File: config.mk
export PLATFORM = sky130hd
export DESIGN_NAME = spill_fill_inserter
export DESIGN_NICKNAME = d
export VERILOG_FILES = /design/src/rtl/sfi_pkg.sv /design/src/rtl/sfi_cfg_check.sv /design/src/rtl/sfi_slot_match.sv /design/src/rtl/spill_fill_inserter.sv
export SDC_FILE = /design/constraint.sdc
export NUM_CORES = 1
export LEC_CHECK = 0
export ABC_AREA = 1
export BUFFER_PORTS_ARGS = -buffer_cell sky130_fd_sc_hd__buf_2
export CAP_MARGIN = 40
export CORE_MARGIN = 5
export CORE_UTILIZATION = 55
export CTS_CLUSTER_SIZE = 40
export DETAILED_ROUTE_END_ITERATION = 6
export HOLD_SLACK_MARGIN = 0.15
export PLACE_DENSITY = 0.8
export SYNTH_ARGS = -nofsm -noshare
export SYNTH_HDL_FRONTEND = slang
export SYNTH_SLANG_ARGS = --single-unit
export TNS_END_PERCENT = 50
File: constraint.sdc
create_clock -name clk -period 6.7 [get_ports clk]
set_input_delay 1.675 -clock clk [delete_from_list [all_inputs] [get_ports clk]]
set_output_delay 1.675 -clock clk [all_outputs]
set_load 0.1 [all_outputs]
File: src/rtl/sfi_pkg.sv
package sfi_pkg;
  typedef enum logic [1:0] {
    K_OP    = 2'd0,
    K_LOAD  = 2'd1,
    K_STORE = 2'd2
  } sfi_kind_e;
endpackage

File: src/rtl/sfi_cfg_check.sv
module sfi_cfg_check #(
  parameter int NSLOT = 3,
  parameter int REGW  = 5
) (
  input  logic [REGW-1:0]       base_reg,
  input  logic [NSLOT*REGW-1:0] slot_regs,
  output logic                  bad
);
  logic [NSLOT-1:0] hit_base;
  logic [NSLOT-1:0] hit_dup;

  for (genvar i = 0; i < NSLOT; i++) begin : g_slot
    assign hit_base[i] = (slot_regs[i*REGW +: REGW] == base_reg);
    if (i == 0) begin : g_first
      assign hit_dup[i] = 1'b0;
    end else begin : g_rest
      logic [i-1:0] eq;
      for (genvar j = 0; j < i; j++) begin : g_pair
        assign eq[j] = (slot_regs[i*REGW +: REGW] == slot_regs[j*REGW +: REGW]);
      end
      assign hit_dup[i] = |eq;
    end
  end

  assign bad = (|hit_base) | (|hit_dup);
endmodule

File: src/rtl/sfi_slot_match.sv
module sfi_slot_match #(
  parameter int NSLOT = 3,
  parameter int REGW  = 5
) (
  input  logic [NSLOT*REGW-1:0] slot_regs,
  input  logic                  block,
  input  logic [REGW-1:0]       rd,
  input  logic                  rd_we,
  input  logic [REGW-1:0]       rs1,
  input  logic                  rs1_en,
  input  logic [REGW-1:0]       rs2,
  input  logic                  rs2_en,
  output logic [NSLOT-1:0]      fill_mask,
  output logic [NSLOT-1:0]      spill_mask
);
  for (genvar i = 0; i < NSLOT; i++) begin : g_slot
    logic [REGW-1:0] sr;
    assign sr            = slot_regs[i*REGW +: REGW];
    assign fill_mask[i]  = !block && ((rs1_en && rs1 == sr) || (rs2_en && rs2 == sr));
    assign spill_mask[i] = !block && rd_we && (rd == sr);
  end
endmodule

File: src/rtl/spill_fill_inserter.sv
module spill_fill_inserter #(
  parameter int NSLOT      = 3,
  parameter int REGW       = 5,
  parameter int OPW        = 6,
  parameter int IMMW       = 32,
  parameter int SLOT_BYTES = 4
) (
  input  logic                  clk,
  input  logic                  rst,
  input  logic [REGW-1:0]       cfg_base_reg,
  input  logic [NSLOT*REGW-1:0] cfg_slot_regs,
  output logic                  cfg_err,
  input  logic                  in_valid,
  output logic                  in_ready,
  input  logic [OPW-1:0]        in_op,
  input  logic [REGW-1:0]       in_rd,
  input  logic                  in_rd_we,
  input  logic [REGW-1:0]       in_rs1,
  input  logic                  in_rs1_en,
  input  logic [REGW-1:0]       in_rs2,
  input  logic                  in_rs2_en,
  input  logic [IMMW-1:0]       in_imm,
  output logic                  out_valid,
  input  logic                  out_ready,
  output logic [1:0]            out_kind,
  output logic [OPW-1:0]        out_op,
  output logic [REGW-1:0]       out_rd,
  output logic                  out_rd_we,
  output logic [REGW-1:0]       out_rs1,
  output logic                  out_rs1_en,
  output logic [REGW-1:0]       out_rs2,
  output logic                  out_rs2_en,
  output logic [IMMW-1:0]       out_imm
);
  import sfi_pkg::*;

  localparam int IDXW = (NSLOT > 1) ? $clog2(NSLOT) : 1;

  logic             err_c;
  logic [NSLOT-1:0] nf, ns;
  logic [NSLOT-1:0] p_fill, p_spill;
  logic             p_op;
  logic             pend_any;

  logic [OPW-1:0]  h_op;
  logic [REGW-1:0] h_rd, h_rs1, h_rs2;
  logic            h_rd_we, h_rs1_en, h_rs2_en;
  logic [IMMW-1:0] h_imm;

  sfi_cfg_check #(.NSLOT(NSLOT), .REGW(REGW)) u_cfg (
    .base_reg (cfg_base_reg),
    .slot_regs(cfg_slot_regs),
    .bad      (err_c)
  );

  sfi_slot_match #(.NSLOT(NSLOT), .REGW(REGW)) u_match (
    .slot_regs (cfg_slot_regs),
    .block     (err_c),
    .rd        (in_rd),
    .rd_we     (in_rd_we),
    .rs1       (in_rs1),
    .rs1_en    (in_rs1_en),
    .rs2       (in_rs2),
    .rs2_en    (in_rs2_en),
    .fill_mask (nf),
    .spill_mask(ns)
  );

  assign pend_any = (|p_fill) | p_op | (|p_spill);
  assign in_ready = (!out_valid || out_ready) && !pend_any;

  logic advance;
  assign advance = (!out_valid || out_ready) && (pend_any || in_valid);

  // source of the next record: held instruction or the incoming one
  logic [NSLOT-1:0] s_fill, s_spill;
  logic             s_op;
  logic [OPW-1:0]   s_op_code;
  logic [REGW-1:0]  s_rd, s_rs1, s_rs2;
  logic             s_rd_we, s_rs1_en, s_rs2_en;
  logic [IMMW-1:0]  s_imm;

  always_comb begin
    if (pend_any) begin
      s_fill = p_fill;  s_op = p_op;  s_spill = p_spill;
      s_op_code = h_op; s_rd = h_rd; s_rd_we = h_rd_we;
      s_rs1 = h_rs1; s_rs1_en = h_rs1_en; s_rs2 = h_rs2; s_rs2_en = h_rs2_en;
      s_imm = h_imm;
    end else begin
      s_fill = nf;  s_op = 1'b1;  s_spill = ns;
      s_op_code = in_op; s_rd = in_rd; s_rd_we = in_rd_we;
      s_rs1 = in_rs1; s_rs1_en = in_rs1_en; s_rs2 = in_rs2; s_rs2_en = in_rs2_en;
      s_imm = in_imm;
    end
  end

  // pick the next record: lowest fill, then op, then spill
  sfi_kind_e        n_kind;
  logic [IDXW-1:0]  fidx, sidx, pidx;
  logic [NSLOT-1:0] r_fill, r_spill;
  logic             r_op;
  logic [REGW-1:0]  pick_reg;
  logic [IMMW-1:0]  pick_off;

  always_comb begin
    fidx = '0;
    sidx = '0;
    for (int i = NSLOT - 1; i >= 0; i--) begin
      if (s_fill[i])  fidx = IDXW'(i);
      if (s_spill[i]) sidx = IDXW'(i);
    end
    r_fill  = s_fill;
    r_spill = s_spill;
    r_op    = s_op;
    pidx    = fidx;
    if (|s_fill) begin
      n_kind = K_LOAD;
      r_fill[fidx] = 1'b0;
    end else if (s_op) begin
      n_kind = K_OP;
      r_op   = 1'b0;
    end else begin
      n_kind = K_STORE;
      pidx   = sidx;
      r_spill[sidx] = 1'b0;
    end
    pick_reg = cfg_slot_regs[32'(pidx)*REGW +: REGW];
    pick_off = IMMW'((32'(pidx) + 32'd1) * 32'(SLOT_BYTES));
  end

  always_ff @(posedge clk) begin
    if (rst) begin
      cfg_err   <= 1'b0;
      out_valid <= 1'b0;
      p_fill    <= '0;
      p_spill   <= '0;
      p_op      <= 1'b0;
    end else begin
      cfg_err <= err_c;
      if (advance) begin
        out_valid <= 1'b1;
        p_fill    <= r_fill;
        p_spill   <= r_spill;
        p_op      <= r_op;
      end else if (out_ready) begin
        out_valid <= 1'b0;
      end
    end
  end

  always_ff @(posedge clk) begin
    if (advance) begin
      h_op <= s_op_code; h_rd <= s_rd; h_rd_we <= s_rd_we;
      h_rs1 <= s_rs1; h_rs1_en <= s_rs1_en; h_rs2 <= s_rs2; h_rs2_en <= s_rs2_en;
      h_imm <= s_imm;
      out_kind <= n_kind;
      unique case (n_kind)
        K_LOAD: begin
          out_op <= '0; out_rd <= pick_reg; out_rd_we <= 1'b1;
          out_rs1 <= cfg_base_reg; out_rs1_en <= 1'b1;
          out_rs2 <= '0; out_rs2_en <= 1'b0; out_imm <= pick_off;
        end
        K_STORE: begin
          out_op <= '0; out_rd <= '0; out_rd_we <= 1'b0;
          out_rs1 <= cfg_base_reg; out_rs1_en <= 1'b1;
          out_rs2 <= pick_reg; out_rs2_en <= 1'b1; out_imm <= pick_off;
        end
        default: begin
          out_op <= s_op_code; out_rd <= s_rd; out_rd_we <= s_rd_we;
          out_rs1 <= s_rs1; out_rs1_en <= s_rs1_en;
          out_rs2 <= s_rs2; out_rs2_en <= s_rs2_en; out_imm <= s_imm;
        end
      endcase
    end
  end

  // a stalled record keeps every field
  a_r6_hold_stable: assert property (@(posedge clk) disable iff (rst)
    out_valid && !out_ready |=> out_valid && $stable(out_kind) && $stable(out_rd)
      && $stable(out_rs1) && $stable(out_rs2) && $stable(out_imm) && $stable(out_op));

  // the store directly follows the operation it belongs to
  a_r4_store_after_op: assert property (@(posedge clk) disable iff (rst)
    out_valid && out_ready && out_kind == K_OP && (|p_spill)
      |=> out_valid && out_kind == K_STORE);

  // at most one store per instruction
  a_r4_single_store: assert property (@(posedge clk) disable iff (rst)
    $onehot0(p_spill));

  // an invalid configuration yields a lone operation record
  a_r8_err_passthru: assert property (@(posedge clk) disable iff (rst)
    err_c && in_valid && in_ready |=> out_valid && out_kind == K_OP && !pend_any);

  // a load never targets the base register
  a_r2_load_not_base: assert property (@(posedge clk) disable iff (rst)
    out_valid && out_kind == K_LOAD |-> out_rd != cfg_base_reg);
endmodule

**After elaboration in Yosys (flattened, before gate mapping)**

Index checks and enable logic that the tools add are counted.

- Bits in registers: 123

- $add $sub $neg: 1
- Multipliers: 1
- Magnitude comparators: 4
- Equal/unequal tests: 17
- Shift-type cells: 1
- Muxes and demuxes: 37
- Bitwise gates (word level): 7
- Reductions and logical operators: 32

Operator list:

| cell | number |
|---|---|
| $eq 5x5->1 | 15 |
| $mux 32 | 2 |
| $mux 2 | 10 |
| $mux 5 | 4 |
| $pmux 5 s2 | 2 |
| $logic_and 1x1->1 | 17 |
| $mux 3 | 5 |
| $reduce_or 3->1 | 5 |
| $shiftx 15x6->5 | 1 |
| $mux 1 | 9 |
| $and 3x3->3 | 2 |
| $lt 2x3->1 const B | 2 |
| $mux 6 | 1 |
| $not 3->3 | 2 |
| $logic_or 1x1->1 | 5 |
| $mul 2x3->5 const B | 1 |
| $demux 1 s2 | 2 |
| $ge 2x1->1 const B | 2 |
| $pmux 1 s2 | 2 |
| $add 2x1->3 const B | 1 |
| $logic_not 1->1 | 3 |
| $or 1x1->1 | 3 |
| $eq 2x1->1 const B | 1 |
| $eq 2x2->1 const B | 1 |
| other kinds (2) | 2 |

**Longest topological paths before layout**

- Depth in word-level cells: 18
- Depth in mapped cells: 22
- Depth with buffers taken out: 21

**Hierarchy**

From an unflattened synthesis, not the netlist that was laid out.

- Cells, all modules: 793
- Area total of the unflattened synthesis: 6641.4 µm²

By module, submodules not included:

| module | instances | cells each | area an instance (µm²) | sequential area each (µm²) |
|---|---|---|---|---|
| spill_fill_inserter | 1 | 516 | 5444.0 | 3603.5 |
| sfi_slot_match | 1 | 173 | 729.4 | 0.0 |
| sfi_cfg_check | 1 | 104 | 467.9 | 0.0 |

**Worst setup path after synthesis**

Ideal clock, no wire load.

- Path type: input port to flip-flop
- From: input port in_valid
- To: register p_op
- Setup time: 0.118 ns
- Arrival: 5.600 ns
- Data required time: 6.582 ns
- Setup slack: 0.982 ns
- Stages on the path: 5
- Cell sequence: o22ai_1 inv_1 clkbuf_1 o21ai_0 a21oi_1

- Word-level cells in the longest chain between the ends: 2

Ends and longest elaborated chain:

| element | RTL line | text |
|---|---|---|
| start: declaration | spill_fill_inserter.sv:13 | `input logic in_valid,` |
| $logic_or 1x1->1 | spill_fill_inserter.sv:73 | `assign advance = (!out_valid \|\| out_ready) && (pend_any \|\| in_valid);` |
| $logic_and 1x1->1 | spill_fill_inserter.sv:73 |  |
| via advance | spill_fill_inserter.sv:72 | `logic advance;` |
| end signal: assignment | spill_fill_inserter.sv:144 | `p_op <= r_op;` |
| end: declaration | spill_fill_inserter.sv:42 | `logic p_op;` |

The timed path passes the listed nets, and every way through them passes these cells.
A chain may end at the register's enable or synchronous reset.

**Worst setup path in the final report**

- From: input port out_ready
- To: output port in_ready

- Word-level cells in the longest chain between the ends: 2

Ends and longest elaborated chain:

| element | RTL line | text |
|---|---|---|
| start: declaration | spill_fill_inserter.sv:24 | `input logic out_ready,` |
| $logic_or 1x1->1 | spill_fill_inserter.sv:70 | `assign in_ready = (!out_valid \|\| out_ready) && !pend_any;` |
| $logic_and 1x1->1 | spill_fill_inserter.sv:70 |  |
| end: declaration | spill_fill_inserter.sv:14 | `output logic in_ready,` |

No other way between the ends.

==> impl_metrics.csv <==
group,metric,value,unit
worst_setup_path,worstPathRequired,5.03,ns
placed_design,placed_area,7330,um^2
cells_and_area,layout_common_cells,"nand2_1, buf_2, edfxtp_1, nor2_1, inv_1",
floorplan,dieHeight,120,um
worst_setup_path,rr_worst_depth,12,
timing,hold_slack,0.507,ns
placed_design,dpl.cell_count,1000,
timing,fin_crit_sh,0.601,
floorplan,die_w,120,um
power,power_leakage,3.68,nW
timing,clock_skew,0.00837,ns
status,status,"complete, no violations",
hold_path,min_path_cells,2,
cts,cts_hold_buf,0,
logic_synthesis,syn_inst,745,
worst_setup_path,cp.arrival,2.35,ns
cts,ctsRootBufferMaster,"clkbuf_16",
cells_and_area,drive_above_1_share,0.290,
grt,grt_max_degree,75,
timing,slew_headroom,0.512,
grt,grt-busiest-layer,"met2",
grt,grt_util_all_layers,0.227,
logic_synthesis,ys_seq_area_frac,0.545,
cts,cts.reportedPaths.clkPinSlew,0.05,ns
worst_setup_path,crit_path_end_kind,"primary output",
timing,worst_pin_slew,0.730,ns
floorplan,start_util,0.555,
power,ir_worst_vdd,0.000145,V
logic_synthesis,synthTopCellsByArea,"edfxtp_1, nand2_1, o21ai_0, nor2_1, inv_1",
cts,h-tree-depth,4,
detailed_routing,drt_pre_antenna_iters,5,
grt,use_met1,0.306,
detailed_routing,drc_errors,0,
worst_setup_path,crit_type,"in -> out",
cts,cts.sinks,123,
timing,fmax,248,MHz
logic_synthesis,synth_top_area_cell,"edfxtp_1",
floorplan,core.rowCount,40,
cells_and_area,design_area,7870,um^2
logic_synthesis,synth_seq_cells,123,
logic_synthesis,syn_avg_cell_area,8.87,um^2
detailed_routing,drt_iter0_drc,493,
cells_and_area,synthToLayoutAreaGrowth,19.0,%
detailed_routing,post_drt_wl_per_cell,15.3,um
logic_synthesis,synth_top_area_frac,0.518,
cts,cts_tree,"yes",
floorplan,pin_count,141,
detailed_routing,num_vias,5345,
timing,final_hold_viol_count,0,
timing,finalCriticalPeriod,4.02,ns
cells_and_area,layout.cells.non_filler,1032,
grt,grt_antenna_before_repair,0,
detailed_routing,ant_nets,0,
grt,grt_overflow,0,
floorplan,die_area,14300,um^2
power,power_density,471,nW/um^2
cts,ctsResizeCount,0,
worst_setup_path,r2r_setup_slack,3.33,ns
placed_design,place_hpwl,11200,um
timing,setup_tns,0,ns
cts,clk_latency,0.40,ns
timing,rsz0062_at_grt,"no",
cts,postCtsSetupBuffers,0,
detailed_routing,wl,15800,um
grt,grt_util_met3,0.0575,
placed_design,dpl_worst_slack,2.56,ns
placed_design,port_buffers,140,
timing,slew_viol_final,0,
floorplan,coreArea,11900,um^2
cells_and_area,n_antenna_cell,0,
worst_setup_path,cp_max_fo,2,
placed_design,globalplace.congestion,1.00,
worst_setup_path,startpoint_type,"primary input",
timing,setup_viol,0,
grt,met2_usage,0.357,
logic_synthesis,synth_fp_nets,826,
cells_and_area,fillers,999,
job,cap_violations,0,
logic_synthesis,netlist_area,6610,um^2
cells_and_area,final_common_cell,"nand2_1",
grt,grt_first_pass_wirelength,25500,um
timing,setup_slack,2.68,ns
hold_path,hold_path_class,"reg -> reg",
logic_synthesis,ys_warn_count,0,
detailed_routing,via_per_inst,5.18,
logic_synthesis,synth_cell_types,40,
cells_and_area,nets,953,
grt,grt_pass1_vias,5162,
cts,clk_path_buf_depth,2,
cts,numCtsBuffers,17,
[worst max-delay path, stage by stage]
cell,delay [ns]
buf_2,0.09
nor2_1,0.05
nor2_1,0.09
buf_2,0.44
[worst paths after layout]
kind / to / from
worst max-delay path: in_ready / out_ready
worst min-delay path: p_fill[0] / p_fill[0]
worst min register to register: p_fill[0] / p_fill[0]
worst max register to register: out_rs2[4] / p_op
[routing by layer]
metal / vias to the layer above / part of all wire
li1: 2672 / -
met1: 2408 / 0.44
met2: 239 / 0.46
met3: 26 / 0.084
met4: 0 / 0.016
met5: - / 0
[stage by stage]
| step | utilization | power, mW |
|---|---|---|
| final | 0.661 | 3.71 |
| after global routing | 0.661 | 3.88 |
| after CTS | 0.661 | 3.73 |
| after detailed placement | 0.616 | 2.91 |
| after global placement | 0.613 | 2.88 |
| after floorplan | - | 2.65 |
[cell families after synthesis]
group,share of synthesized area
DFF,0.545
AOI/OAI and AO/OA,0.0738
and+or+nand+nor,0.257
buffers and inverters,0.0863
xor gates and xnor gates,0.0358
adders and majority gates,0.00189
[cell type report]
| type | instances | area (um^2) | share of cell area |
|---|---|---|---|
| multi-input combinational | 492 | 2430 | 0.309 |
| tap | 147 | 184 | 0.0234 |
| timing repair buffer | 143 | 743 | 0.0945 |
| sequential | 123 | 3600 | 0.458 |
| clock buffer | 19 | 433 | 0.0550 |
| inverter | 95 | 367 | 0.0466 |
| clock inverter | 13 | 103 | 0.0130 |
[Yosys cell counts]
cell	instances
a211oi_1	1
a21oi_1	8
a21oi_2	3
a31oi_1	1
and2_1	1
buf_2	6
buf_4	16
buf_6	1
clkbuf_1	12
dfxtp_1	9
edfxtp_1	114
ha_1	1
inv_1	73
inv_2	20
inv_4	1
inv_6	1
nand2_1	175
nand2_2	8
nand2_4	5
nand2_8	1
nand3_1	38
nand3_2	2
nand3b_1	2
nand4_1	4
nand4_2	1
nor2_1	88
nor2_2	1
nor2_4	2
nor2_8	1
nor3_1	7
o2111ai_1	1
o211ai_1	2
o21ai_0	67
o21ai_1	3
o21ai_2	1
o22ai_1	4
or2_0	1
or2_2	36
xnor2_1	19
xor2_1	8
[registers in the layout, indices dropped and copies added, names as in the netlist, 5 cells and up]
name,count
h_imm,32
h_op,6
h_rd,5
h_rs1,5
h_rs2,5
out_imm,32
out_op,6
out_rd,5
out_rs1,5
out_rs2,5
[power by group]
part	switching, mW	internal [mW]
registers	0.0535	1.16
logic	1.41	0.268
clock network	0.312	0.505
total	1.78	1.93
Power figures use the tool's default switching activity.
